**src/rtl/excl_pkg.sv**
```systemverilog
package excl_pkg;
  typedef enum logic [1:0] {
    SZ_BYTE = 2'd0,
    SZ_HALF = 2'd1,
    SZ_WORD = 2'd2,
    SZ_RSVD = 2'd3
  } acc_size_e;
endpackage

```
**src/rtl/excl_lane_dec.sv**
```systemverilog
module excl_lane_dec
  import excl_pkg::*;
#(
  parameter int LANES = 4,
  localparam int OFFW = $clog2(LANES)
) (
  input  acc_size_e         size_i,
  input  logic [OFFW-1:0]   off_i,
  output logic [LANES-1:0]  be_o
);
  always_comb begin
    for (int i = 0; i < LANES; i++) begin
      case (size_i)
        SZ_BYTE: be_o[i] = (off_i == OFFW'(i));
        SZ_HALF: be_o[i] = ((off_i >> 1) == (OFFW'(i) >> 1));
        SZ_WORD: be_o[i] = ((off_i >> 2) == (OFFW'(i) >> 2));
        default: be_o[i] = 1'b0;
      endcase
    end
  end
endmodule

```
**src/rtl/excl_tag_ctrl.sv**
```systemverilog
module excl_tag_ctrl
  import excl_pkg::*;
#(
  parameter int WW = 30
) (
  input  logic          clk,
  input  logic          rst,
  input  logic          ldex_i,
  input  logic          stex_i,
  input  logic          clrex_i,
  input  logic          exc_i,
  input  logic [WW-1:0] word_i,
  input  acc_size_e     size_i,
  output logic          tag_q,
  output logic          match_o
);
  logic [WW-1:0] rec_word_q;
  acc_size_e     rec_size_q;

  always_ff @(posedge clk) begin
    if (rst) begin
      tag_q      <= 1'b0;
      rec_word_q <= '0;
      rec_size_q <= SZ_BYTE;
    end else if (exc_i) begin
      tag_q <= 1'b0;
    end else if (ldex_i) begin
      tag_q      <= 1'b1;
      rec_word_q <= word_i;
      rec_size_q <= size_i;
    end else if (stex_i || clrex_i) begin
      tag_q <= 1'b0;
    end
  end

  // The exception pulse forces a same-cycle store-exclusive to fail.
  assign match_o = tag_q && !exc_i && (rec_word_q == word_i) && (rec_size_q == size_i);


  exc_clears_tag_chk: assert property (@(posedge clk) disable iff (rst)
    exc_i |=> !tag_q);

  stex_clears_tag_chk: assert property (@(posedge clk) disable iff (rst)
    stex_i |=> !tag_q);

  clrex_clears_tag_chk: assert property (@(posedge clk) disable iff (rst)
    clrex_i |=> !tag_q);

  ldex_arms_tag_chk: assert property (@(posedge clk) disable iff (rst)
    (ldex_i && !exc_i) |=> tag_q);
endmodule

```
**src/rtl/excl_port_reg.sv**
```systemverilog
module excl_port_reg
  import excl_pkg::*;
#(
  parameter int AW    = 32,
  parameter int DW    = 32,
  localparam int LANES = DW / 8,
  localparam int OFFW  = $clog2(LANES)
) (
  input  logic             clk,
  input  logic             rst,
  input  logic             ld_i,
  input  logic             st_i,
  input  logic             ldex_i,
  input  logic             stex_i,
  input  logic             match_i,
  input  logic [AW-1:0]    addr_i,
  input  acc_size_e        size_i,
  input  logic [DW-1:0]    wdata_i,
  output logic             mem_re_o,
  output logic             mem_we_o,
  output logic [AW-1:0]    mem_addr_o,
  output logic [LANES-1:0] mem_be_o,
  output logic [DW-1:0]    mem_wdata_o,
  output logic             sts_valid_o,
  output logic             sts_fail_o
);
  logic [LANES-1:0] be_w;
  logic             pass_w, wr_w, rd_w;

  excl_lane_dec #(.LANES(LANES)) u_lane (
    .size_i (size_i),
    .off_i  (addr_i[OFFW-1:0]),
    .be_o   (be_w)
  );

  assign pass_w = stex_i && match_i && (be_w != '0);
  assign wr_w   = st_i || pass_w;
  assign rd_w   = ld_i || ldex_i;

  always_ff @(posedge clk) begin
    if (rst) begin
      mem_re_o    <= 1'b0;
      mem_we_o    <= 1'b0;
      mem_addr_o  <= '0;
      mem_be_o    <= '0;
      mem_wdata_o <= '0;
      sts_valid_o <= 1'b0;
      sts_fail_o  <= 1'b0;
    end else begin
      mem_re_o    <= rd_w;
      mem_we_o    <= wr_w;
      mem_addr_o  <= addr_i;
      mem_be_o    <= (wr_w || rd_w) ? be_w : '0;
      mem_wdata_o <= wdata_i;
      sts_valid_o <= stex_i;
      sts_fail_o  <= stex_i && !pass_w;
    end
  end


  sts_follows_stex_chk: assert property (@(posedge clk) disable iff (rst)
    stex_i |=> sts_valid_o);

  no_sts_without_stex_chk: assert property (@(posedge clk) disable iff (rst)
    !stex_i |=> !sts_valid_o);

  fail_suppresses_write_chk: assert property (@(posedge clk) disable iff (rst)
    (sts_valid_o && sts_fail_o) |-> !mem_we_o);

  pass_writes_chk: assert property (@(posedge clk) disable iff (rst)
    (sts_valid_o && !sts_fail_o) |-> mem_we_o);

  write_has_lanes_chk: assert property (@(posedge clk) disable iff (rst)
    mem_we_o |-> (mem_be_o != '0));
endmodule

```
**src/rtl/excl_monitor.sv**
```systemverilog
module excl_monitor
  import excl_pkg::*;
#(
  parameter int AW = 32,
  parameter int DW = 32,
  localparam int LANES = DW / 8,
  localparam int OFFW  = $clog2(LANES)
) (
  input  logic             clk,
  input  logic             rst,
  input  logic             ld_i,
  input  logic             st_i,
  input  logic             ldex_i,
  input  logic             stex_i,
  input  logic             clrex_i,
  input  logic             exc_entry_i,
  input  logic [AW-1:0]    addr_i,
  input  logic [1:0]       size_i,
  input  logic [DW-1:0]    wdata_i,
  output logic             mem_re_o,
  output logic             mem_we_o,
  output logic [AW-1:0]    mem_addr_o,
  output logic [LANES-1:0] mem_be_o,
  output logic [DW-1:0]    mem_wdata_o,
  output logic             sts_valid_o,
  output logic             sts_fail_o
);
  acc_size_e size_w;
  logic      tag_w, match_w;

  assign size_w = acc_size_e'(size_i);

  excl_tag_ctrl #(.WW(AW - OFFW)) u_tag (
    .clk     (clk),
    .rst     (rst),
    .ldex_i  (ldex_i),
    .stex_i  (stex_i),
    .clrex_i (clrex_i),
    .exc_i   (exc_entry_i),
    .word_i  (addr_i[AW-1:OFFW]),
    .size_i  (size_w),
    .tag_q   (tag_w),
    .match_o (match_w)
  );

  excl_port_reg #(.AW(AW), .DW(DW)) u_port (
    .clk         (clk),
    .rst         (rst),
    .ld_i        (ld_i),
    .st_i        (st_i),
    .ldex_i      (ldex_i),
    .stex_i      (stex_i),
    .match_i     (match_w),
    .addr_i      (addr_i),
    .size_i      (size_w),
    .wdata_i     (wdata_i),
    .mem_re_o    (mem_re_o),
    .mem_we_o    (mem_we_o),
    .mem_addr_o  (mem_addr_o),
    .mem_be_o    (mem_be_o),
    .mem_wdata_o (mem_wdata_o),
    .sts_valid_o (sts_valid_o),
    .sts_fail_o  (sts_fail_o)
  );


  plain_keeps_tag_chk: assert property (@(posedge clk) disable iff (rst)
    ((ld_i || st_i) && !exc_entry_i) |=> $stable(tag_w));

  req_onehot_chk: assert property (@(posedge clk) disable iff (rst)
    $onehot0({ld_i, st_i, ldex_i, stex_i, clrex_i}));
endmodule

```
**config.mk**
```make
export PLATFORM = sky130hd
export DESIGN_NAME = excl_monitor
export DESIGN_NICKNAME = d
export VERILOG_FILES = /design/src/rtl/excl_pkg.sv /design/src/rtl/excl_lane_dec.sv /design/src/rtl/excl_tag_ctrl.sv /design/src/rtl/excl_port_reg.sv /design/src/rtl/excl_monitor.sv
export SDC_FILE = /design/constraint.sdc
export NUM_CORES = 1
export LEC_CHECK = 0
export BUFFER_PORTS_ARGS = -buffer_cell sky130_fd_sc_hd__buf_2
export CAP_MARGIN = 20
export CORE_ASPECT_RATIO = 1.5
export CORE_UTILIZATION = 30
export CTS_BUF_LIST = sky130_fd_sc_hd__clkbuf_8
export DETAILED_ROUTE_END_ITERATION = 12
export HOLD_SLACK_MARGIN = 0.15
export PLACE_DENSITY = 0.56
export SETUP_SLACK_MARGIN = 0.5
export SLEW_MARGIN = 20
export SYNTH_ARGS = -nofsm -noshare
export SYNTH_HDL_FRONTEND = slang
export SYNTH_SLANG_ARGS = --single-unit
```
**constraint.sdc**
```tcl
create_clock -name clk -period 1.6 [get_ports clk]
set_input_delay 0.16 -clock clk [delete_from_list [all_inputs] [get_ports clk]]
set_output_delay 0.16 -clock clk [all_outputs]
set_load 0.005 [all_outputs]
```
==> impl_metrics.env, run 1 <==
export IMPL_finClkSkew_ns=0.0102
export IMPL_crit_required_ns=1.86
export IMPL_rsz0062_at_grt="true"
export IMPL_gp_congestion=0.772
export IMPL_drtIter0Drc=107
export IMPL_grt_max_degree=35
export IMPL_cts_max_path_buffers=2
export IMPL_rows=48
export IMPL_path_clk_slew_ns=0.09
export IMPL_dpl_hpwl_mm=5.83
export IMPL_viasPerCell=4.34
export IMPL_period_share_pct=99.5
export IMPL_worstSetupPathType="register to register"
export IMPL_fin_nets=670
export IMPL_hold_violations=0
export IMPL_synth_area_mm2=0.00359
export IMPL_synthesis_nets=447
export IMPL_fin_total_pwr_mw=5.02
export IMPL_drt_pass1_iter_count=4
export IMPL_num_vias=3254
export IMPL_fmax_ghz=0.628
export IMPL_initial_utilization_pct=31.0
export IMPL_grt_pass1_wl_mm=15.1
export IMPL_grt_antenna_before_repair=0
export IMPL_synth_distinct_cells=35
export IMPL_top_layer="met4"
export IMPL_status="complete, no violations"
export IMPL_muxShareOfSynthArea_pct=0
export IMPL_track_usage_pct=15.5
export IMPL_yosysSeqAreaShare_pct=58.6
export IMPL_wl_met3_um=530
export IMPL_period_needed_ns=1.59
export IMPL_setup_viol=0
export IMPL_drv_slew=0
export IMPL_cp_data_arrival_time_ns=1.85
export IMPL_gr_total_overflow=0
export IMPL_synth_top_family_by_area="simple AND/OR/NAND/NOR gates"
export IMPL_synth_top_cell_by_area="dfxtp_1"
export IMPL_worstPathMaxFanout=5
export IMPL_synthCells=373
export IMPL_place_ws_ns=-0.0333
export IMPL_hold_class="input port to register"
export IMPL_yosys_area_share_adder_pct=0
export IMPL_htreeDepth=3
export IMPL_dp_cells=655
export IMPL_p_leak_nw=2.48
export IMPL_tns_ns=0
export IMPL_start_kind="register"
export IMPL_routedWlPerCell_um=12.6
export IMPL_wl_met1_mm=3.94
export IMPL_finalNonFillerCells=749
export IMPL_ys_warn_count=0
export IMPL_synth_top_area_share_pct=58.6
export IMPL_cts_buffers=9
export IMPL_wirelength_mm=9.45
export IMPL_cap_violations=0
export IMPL_dieHeight_um=136
export IMPL_rrSetupSlack_ns=0.009
export IMPL_cp_end_kind="register"
export IMPL_area_growth_pct=55.2
export IMPL_port_buffers=145
export IMPL_io_pins=146
export IMPL_dr_wl_met2_mm=4.83
export IMPL_powerDensity_mw_per_mm2=900
export IMPL_drive_above_1_share_pct=32.2
export IMPL_ys_ff_latch=105
export IMPL_chipWidth_um=91.3
export IMPL_synth_simple_area_share_pct=23.7
export IMPL_synth_area_leaders="dfxtp_1, nor2b_1, nand2_1"
export IMPL_cts_num_sinks=105
export IMPL_clock_latency_ns=0.36
export IMPL_worst_pin_slew_ns=0.568
export IMPL_syn_area_per_cell_um2=9.62
export IMPL_antenna_left=0
export IMPL_synth_compound_area_share_pct=9.03
export IMPL_fillers=1105
export IMPL_layout_setup_ws_ns=0.00862
export IMPL_first_global_vias=3284
export IMPL_clock_root_buffer="clkbuf_8"
export IMPL_cts_tree="built"
export IMPL_remaining_drc_errors=0
export IMPL_n_antenna_cell=0
export IMPL_slew_headroom_pct=62.1
export IMPL_coreArea_mm2=0.0116
export IMPL_synthXorXnorAreaFrac_pct=5.12
export IMPL_die_area_mm2=0.0124
export IMPL_ir_drop_mv=0.451
-- cells by family (layout without fill, tap and decap cells) --
family / Yosys count / after routing
AOI/OAI and AO/OA: 54 / 54
DFF: 105 / 105
buffers and inverters: 33 / 259
and+or+nand+nor: 160 / 160
xor gates and xnor gates: 21 / 21
-- flip-flops by register name, indices dropped and copies added (netlist names) --
register,flops
u_port.sts_fail_o,1
u_tag.tag_q,1
u_port.mem_wdata_o,32
u_port.mem_addr_o,32
u_port.mem_we_o,1
u_port.mem_re_o,1
u_tag.rec_size_q,2
u_port.sts_valid_o,1
u_port.mem_be_o,4
u_tag.rec_word_q,30
-- worst max-delay path: stages (launching register included) --
cell and delay [ns]:
dfxtp_1 0.34, clkinv_1 0.12, a222oi_1 0.49, nand3_4 0.19, o41ai_2 0.35
-- area by class of cell --
cell class	count	area [um^2]	share of cell area (%)
clock buffer	11	151	2.72
clock inverter	3	17.5	0.314
inverter	14	52.6	0.943
multi-input combinational	235	1480	26.5
sequential	105	2110	37.9
tap	150	188	3.37
timing repair buffer	231	1580	28.3
-- cell usage in the layout (no fill, tap or decap), types with 2 or more instances in the layout --
cell           count
a21oi_1           37
buf_2            144
buf_4              7
clkbuf_8          11
clkinv_2           2
dfxtp_1           99
dfxtp_2            6
dlygate4sd3_1     79
inv_1             11
inv_2              2
nand2_1           65
nand2b_1          10
nand2b_4           2
nand4_1            2
nor2_1            10
nor2b_1           58
nor3_1             2
nor4_2             2
nor4_4             2
o22ai_1            3
o41ai_2            4
xnor2_1           10
xnor2_2            2
xor2_1             9
-- through the flow --
stage               util, %  instance area [um^2]  hold WS, ns
floorplan                 -                  3610        0.239
global placement       38.8                  4500        0.369
detailed placement     38.8                  4500        0.372
CTS                    47.1                  5460       0.0372
global route           48.1                  5570        0.207
finish                 48.1                  5570        0.212
-- Yosys cell counts --
master     instances
inv_1             12
o22ai_1            3
nor4_2             3
nand4_4            1
o2bb2ai_1          1
or3_1              1
nor2b_1           59
nand2_1           65
a21oi_1           37
nor2_1            10
a21o_1             1
o31ai_1            1
nand4b_1           1
o41ai_1            4
clkbuf_1          17
o21a_1             1
o221ai_1           1
a222oi_1           1
xor2_1             9
a221oi_1           1
or2_2              1
clkinv_1           1
nand4_1            2
buf_1              1
xnor2_1           12
dfxtp_1          105
nand2b_1          12
o21ai_2            1
or2b_1             1
nor4_1             1
inv_2              1
nand3_2            1
buf_4              1
o2111ai_1          2
nor3_1             2
-- worst paths after layout --
check                                                      start                                to  cells after the start
worst max-delay path            u_tag.rec_word_q[9]$_SDFFE_PP0P_     u_port.mem_be_o[1]$_SDFF_PP0_                      4
worst max register to register  u_tag.rec_word_q[9]$_SDFFE_PP0P_     u_port.mem_be_o[1]$_SDFF_PP0_                      4
worst min-delay path                                         rst     u_port.mem_be_o[3]$_SDFF_PP0_                      4
worst min register to register  u_tag.rec_word_q[9]$_SDFFE_PP0P_  u_tag.rec_word_q[9]$_SDFFE_PP0P_                      2
-- routing by layer --
| metal | GRT usage, % | up-vias |
|---|---|---|
| li1 | - | 1640 |
| met1 | 17.4 | 1496 |
| met2 | 27.3 | 107 |
| met3 | 4.14 | 11 |
| met4 | 7.05 | 0 |
| met5 | 0 | - |
-- power by group --
part           switching, mW  internal (mW)
Combinational          0.319          0.399
Clock                  0.871          0.630
Sequential            0.0476           2.75
-- repair_timing --
item,in CTS,in global routing
resized for setup,2,18
endpoints found under the hold margin,101,2
pin swaps,3,2
endpoints found under the setup margin,6,6
setup buffers,1,0
hold buffers,77,2
Note: power is estimated with default switching activity, not from simulation.
==> inputs of run 2 (changes only) <==
ABC_AREA = 1   (was unset)
CTS_CLUSTER_SIZE = 8   (was unset)
==> run 2 against run 1 <==
  * Final cell count increased by 15%
  * Die area is 1.8% higher
  * Total power up 3.0%
  * Critical endpoint is now u_port.mem_be_o[0]$_SDFF_PP0_
  * Non-clock buffer count up 9
==> impl_metrics.env, run 2 <==
export IMPL_die_area_mm2=0.0126
export IMPL_coreArea_mm2=0.0120
export IMPL_viasPerCell=4.24
export IMPL_crit_required_ns=1.89
export IMPL_grt_antenna_before_repair=0
export IMPL_grt_max_degree=37
export IMPL_worstSetupPathType="register to register"
export IMPL_drt_pass1_iter_count=4
export IMPL_clock_root_buffer="clkbuf_8"
export IMPL_first_global_vias=3523
export IMPL_synth_distinct_cells=21
export IMPL_grt_pass1_wl_mm=15.6
export IMPL_final_common_cell="buf_2"
export IMPL_cts_tree="built"
export IMPL_start_kind="register"
export IMPL_ys_warn_count=0
export IMPL_synthTopCellsByCount="dfxtp_1, inv_1, nor2_1"
export IMPL_synthCells=470
export IMPL_gr_total_overflow=0
export IMPL_setup_viol=0
export IMPL_synth_area_leaders="dfxtp_1, inv_1, nor2_1"
export IMPL_num_vias=3647
export IMPL_hold_class="input port to register"
export IMPL_track_usage_pct=15.6
export IMPL_synth_main_ff_cell="dfxtp_1"
export IMPL_period_share_pct=83.4
export IMPL_cp_end_kind="register"
export IMPL_synth_top_cell_by_area="dfxtp_1"
export IMPL_ys_ff_latch=105
export IMPL_clock_latency_ns=0.35
export IMPL_cp_data_arrival_time_ns=1.63
export IMPL_gp_congestion=0.731
export IMPL_cap_violations=0
export IMPL_synth_most_common_cell="dfxtp_1"
export IMPL_hold_violations=0
export IMPL_cts_max_path_buffers=2
export IMPL_startpoint="u_tag.rec_word_q[16]$_SDFFE_PP0P_"
export IMPL_initial_utilization_pct=30.6
export IMPL_port_buffers=145
export IMPL_yosysSeqAreaShare_pct=57.5
export IMPL_io_pins=146
export IMPL_remaining_drc_errors=0
export IMPL_r2r_start="u_tag.rec_word_q[16]$_SDFFE_PP0P_"
export IMPL_rrSetupSlack_ns=0.27
export IMPL_postCtsSetupBuffers=0
export IMPL_area_growth_pct=54.4
export IMPL_ff2ff_path_depth=10
export IMPL_routedWlPerCell_um=11.7
export IMPL_cts_num_sinks=105
export IMPL_n_antenna_cell=0
export IMPL_ir_drop_mv=0.446
export IMPL_finClkSkew_ns=0.00897
export IMPL_synth_top_area_share_pct=57.5
export IMPL_mostFrequentLayoutCells="buf_2, dfxtp_1, inv_1, dlygate4sd3_1, nor2_1"
export IMPL_powerDensity_mw_per_mm2=916
export IMPL_dieHeight_um=137
export IMPL_multi_input_area_mm2=0.00113
export IMPL_crit_end="u_port.mem_be_o[0]$_SDFF_PP0_"
export IMPL_reg_largest_list="u_port.mem_addr_o x32, u_port.mem_wdata_o x32, u_tag.rec_word_q x30"
export IMPL_chipWidth_um=92.1
export IMPL_p_leak_nw=2.94
export IMPL_slew_headroom_pct=74.7
export IMPL_path_clk_slew_ns=0.09
export IMPL_status="complete, no violations"
export IMPL_synthesis_nets=544
export IMPL_worst_pin_slew_ns=0.380
export IMPL_htreeDepth=3
export IMPL_rows=49
export IMPL_r2r_end="u_port.mem_be_o[0]$_SDFF_PP0_"
export IMPL_drv_slew=0
export IMPL_synthArstFlopShare_pct=0
export IMPL_drtIter0Drc=109
export IMPL_worstPathMaxFanout=4
export IMPL_drive_above_1_share_pct=26.9
export IMPL_cts_buffers=9
export IMPL_period_needed_ns=1.33
export IMPL_syn_area_per_cell_um2=7.78
export IMPL_wirelength_mm=10.0
export IMPL_fin_nets=778
export IMPL_fin_hold_ws_ns=0.0885
export IMPL_tns_ns=0
export IMPL_fmax_ghz=0.749
export IMPL_rsz0062_at_grt="true"
export IMPL_dpl_hpwl_mm=6.46
export IMPL_synth_area_mm2=0.00366
export IMPL_regArea_mm2=0.00211
export IMPL_fillers=1175
export IMPL_antenna_left=0
export IMPL_synth_edff_count=0
run 2: logic make-up after synthesis:
logic type / count (synthesis) / synth area share (%)
DFF: 105 / 57.5
xor gates and xnor gates: 8 / 1.92
and+or+nand+nor: 165 / 17.9
buffers and inverters: 114 / 11.9
AOI/OAI and AO/OA: 78 / 10.8
run 2: metrics by stage:
step	cell area, um^2	utilization (%)	power (mW)	setup WS, ns	instances
floorplan	3660	-	3.17	0.521	470
global placement	4550	38.0	3.44	0.292	757
detailed placement	4550	38.0	3.45	0.233	757
CTS	5590	46.8	5.23	0.276	856
global route	5640	47.2	5.45	0.143	860
finish	5640	47.2	5.17	0.266	860
run 2: repair_timing:
| action | CTS | global route |
|---|---|---|
| setup endpoints to repair | 6 | 6 |
| hold buffers | 85 | 4 |
| hold endpoints to repair | 102 | 4 |
| pin swaps | 8 | 5 |
| gates resized for setup | 6 | 6 |
run 2: critical path, cell delays in order (launching register included):
cell     delay [ns]
dfxtp_2        0.34
inv_2          0.03
nand2_1        0.05
nand2_1        0.05
nor2_1         0.11
nand4_1        0.12
nor2_2         0.17
nand3_2        0.12
nand3_2        0.10
nand2_4        0.07
nor2_2         0.11
run 2: area by class of cell:
type	instances	area share, %
Clock inverter	4	0.820
Tap cell	153	3.39
Clock buffer	10	2.44
Multi-Input combinational cell	251	20.1
Inverter	97	6.45
Timing Repair Buffer	240	29.4
Sequential cell	105	37.4
run 2: per-layer routing:
metal  track usage, %  vias up  part of all wire (%)
met1             15.9     1675                    39
met3             3.09       19                   3.6
li1                 -     1861                     -
met2             30.0       92                    54
met4             7.99        0                   2.9
met5                0        -                     0
run 2: how the worst min path moves through the flow:
stage | start | endpoint | slack [ns] | depth (start not counted)
6_report | ldex_i | u_port.mem_re_o$_SDFF_PP0_ | 0.09 | 3
5_1_grt | ldex_i | u_port.mem_re_o$_SDFF_PP0_ | 0.08 | 3
4_1_cts | ldex_i | u_port.mem_re_o$_SDFF_PP0_ | 0.08 | 3
3_5_place_dp | wdata_i[21] | u_port.mem_wdata_o[21]$_SDFF_PP0_ | 0.37 | 3
3_3_place_gp | wdata_i[31] | u_port.mem_wdata_o[31]$_SDFF_PP0_ | 0.36 | 3
2_1_floorplan | exc_entry_i | u_tag.tag_q$_SDFFE_PP0P_ | 0.24 | 1
run 2: power breakdown:
| part | internal [mW] | total [mW] | leakage [nW] | switching [mW] |
|---|---|---|---|---|
| clock | 0.743 | 1.60 | 0.0954 | 0.856 |
| combinational | 0.395 | 0.752 | 1.97 | 0.357 |
| sequential | 2.77 | 2.82 | 0.875 | 0.0512 |
==> inputs of run 3 (changes only) <==
PLACE_DENSITY = 0.58   (was 0.56)
clock period = 1.19 ns   (was 1.6 ns; I/O delays follow)
==> run 3 against run 2 <==
  * The run now ends with negative hold slack, negative setup slack left
  * Clock skew is 0.0069 ns higher
  * Count of clock-buffer cells in the layout is 1 lower
  * Fmax is 0.50% higher
  * Routed wire length is 2.3% lower
  * Die area stayed put
  * Critical path type unchanged
  * Largest cell class unchanged
  * Largest power group unchanged
==> impl_metrics.env, run 3 (synthesized netlist as in run 2, its figures left out) <==
export IMPL_drive_above_1_share_pct=34.3
export IMPL_gp_congestion=0.723
export IMPL_place_ws_ns=-0.201
export IMPL_final_common_cell="buf_2"
export IMPL_wl_met3_um=492
export IMPL_n_antenna_cell=0
export IMPL_fillers=1180
export IMPL_powerDensity_mw_per_mm2=1270
export IMPL_routedWlPerCell_um=11.6
export IMPL_antenna_left=0
export IMPL_rsz0062_at_grt="true"
export IMPL_num_vias=3528
export IMPL_dieHeight_um=137
export IMPL_holdBufCountCts=65
export IMPL_drtIter0Drc=76
export IMPL_multi_input_area_mm2=0.00116
export IMPL_final_core_util_pct=47.2
export IMPL_viasPerCell=4.19
export IMPL_worstPathMaxFanout=4
export IMPL_fmax_ghz=0.753
export IMPL_layout_setup_ws_ns=-0.138
export IMPL_fin_total_pwr_mw=7.17
export IMPL_top_layer="met4"
export IMPL_hold_violations=3
export IMPL_cp_data_arrival_time_ns=1.66
export IMPL_drt_pass1_iter_count=4
export IMPL_regArea_mm2=0.00214
export IMPL_cts_buffers=9
export IMPL_setup_viol=6
export IMPL_mostFrequentLayoutCells="buf_2, nor2_1, inv_1, dfxtp_1, nand2_1"
export IMPL_cp_end_kind="register"
export IMPL_ir_drop_mv=0.494
export IMPL_clock_latency_ns=0.38
export IMPL_htreeDepth=3
export IMPL_cts_tree="built"
export IMPL_violations="negative hold slack, negative setup slack"
export IMPL_coreArea_mm2=0.0120
export IMPL_status="finished with violations"
export IMPL_cts_num_sinks=105
export IMPL_area_growth_pct=54.5
export IMPL_worstPathCellList="xnor2_1, nand2_1, nor2_1, nand2_1, nor2_2, nand3_2, nand3_2, nand2_2, nor2_1"
export IMPL_slew_headroom_pct=78.0
export IMPL_p_leak_nw=2.96
export IMPL_rows=49
export IMPL_grt_antenna_before_repair=0
export IMPL_wl_met1_mm=3.98
export IMPL_grt_pass1_wl_mm=15.0
export IMPL_gr_total_overflow=0
export IMPL_fin_hold_ws_ns=-0.0576
export IMPL_worstSetupPathType="register to register"
export IMPL_postCtsSetupBuffers=0
export IMPL_finClkSkew_ns=0.0158
export IMPL_drv_slew=0
export IMPL_track_usage_pct=15.4
export IMPL_wirelength_mm=9.81
export IMPL_die_area_mm2=0.0126
export IMPL_hold_class="input port to register"
export IMPL_period_needed_ns=1.33
export IMPL_clock_root_buffer="clkbuf_8"
export IMPL_crit_required_ns=1.52
export IMPL_grt_max_degree=34
export IMPL_fin_nets=759
export IMPL_io_pins=146
export IMPL_chipWidth_um=92.1
export IMPL_start_kind="register"
export IMPL_remaining_drc_errors=0
export IMPL_port_buffers=145
export IMPL_worst_pin_slew_ns=0.330
export IMPL_reg_largest_list="u_port.mem_addr_o x32, u_port.mem_wdata_o x32, u_tag.rec_word_q x30"
export IMPL_worst_path_max_delay_cell="dfxtp_2"
export IMPL_dpl_hpwl_mm=6.48
export IMPL_cts_max_path_buffers=2
export IMPL_dr_wl_met2_mm=5.18
export IMPL_period_share_pct=112
export IMPL_initial_utilization_pct=30.6
export IMPL_path_clk_slew_ns=0.11
export IMPL_cpPeakStageDelay_ns=0.34
export IMPL_cap_violations=0
export IMPL_first_global_vias=3372
run 3: cell count changes in the layout (fill, tap and decap cells not counted), moves of 5 or more:
cell | previous run | this run
dlygate4sd3_1 | 89 | 60
o21ai_1 | 3 | 15
buf_6 | 0 | 12
dfxtp_1 | 98 | 71
dfxtp_2 | 7 | 34
dlymetal6s4s_1 | 0 | 5
inv_1 | 89 | 81
inv_2 | 9 | 15
o21ai_0 | 37 | 25
buf_2 | 145 | 135
run 3: final cells by class:
class | count | area share [%]
Clock inverter | 7 | 1.53
Tap cell | 153 | 3.39
Timing Repair Buffer | 221 | 28.0
Sequential cell | 105 | 38.0
Multi-Input combinational cell | 251 | 20.5
Clock buffer | 9 | 2.19
Inverter | 97 | 6.49
run 3: critical path: cells and delay by family (launching register included):
family,cells,cell delay [ns]
flip-flops,1,0.34
AND/OR/NAND/NOR,8,0.82
XOR/XNOR,1,0.14
run 3: power breakdown:
part           switching (mW)  internal [mW]
Sequential             0.0779           3.73
Clock                    1.32           1.02
Combinational           0.482          0.537
Total                    1.88           5.28
run 3: per-stage QoR:
step	instances	TNS [ns]	instance area, um^2
3_3_place_gp	762	-0.609	4640
6_report	843	-0.686	5650
5_1_grt	843	-1.32	5650
4_1_cts	843	-0.717	5520
2_1_floorplan	470	0	3750
3_5_place_dp	762	-0.901	4640
run 3: worst paths after layout:
kind | start | to | slack [ns] | cells past startpoint
min reg2reg | u_tag.rec_word_q[21]$_SDFFE_PP0P_ | u_tag.rec_word_q[21]$_SDFFE_PP0P_ | 0.46 | 2
max reg2reg | u_tag.rec_word_q[8]$_SDFFE_PP0P_ | u_port.mem_be_o[1]$_SDFF_PP0_ | -0.14 | 9
max | u_tag.rec_word_q[8]$_SDFFE_PP0P_ | u_port.mem_be_o[1]$_SDFF_PP0_ | -0.14 | 9
min | exc_entry_i | u_tag.tag_q$_SDFFE_PP0P_ | -0.06 | 2
run 3: metal layers:
layer  vias to the layer above  global-route usage, %
met2                       108                   29.6
met1                      1574                   15.5
li1                       1834                      -
met3                        12                   3.70
met4                         0                   6.77
met5                         -                      0
run 3: timing repair:
| action | in CTS | in global routing |
|---|---|---|
| gates resized for setup | 9 | 49 |
| pin swaps | 3 | 8 |
| gates cloned | 0 | 0 |
| endpoints found under the hold margin | 105 | 31 |
| setup endpoints to repair | 79 | 96 |
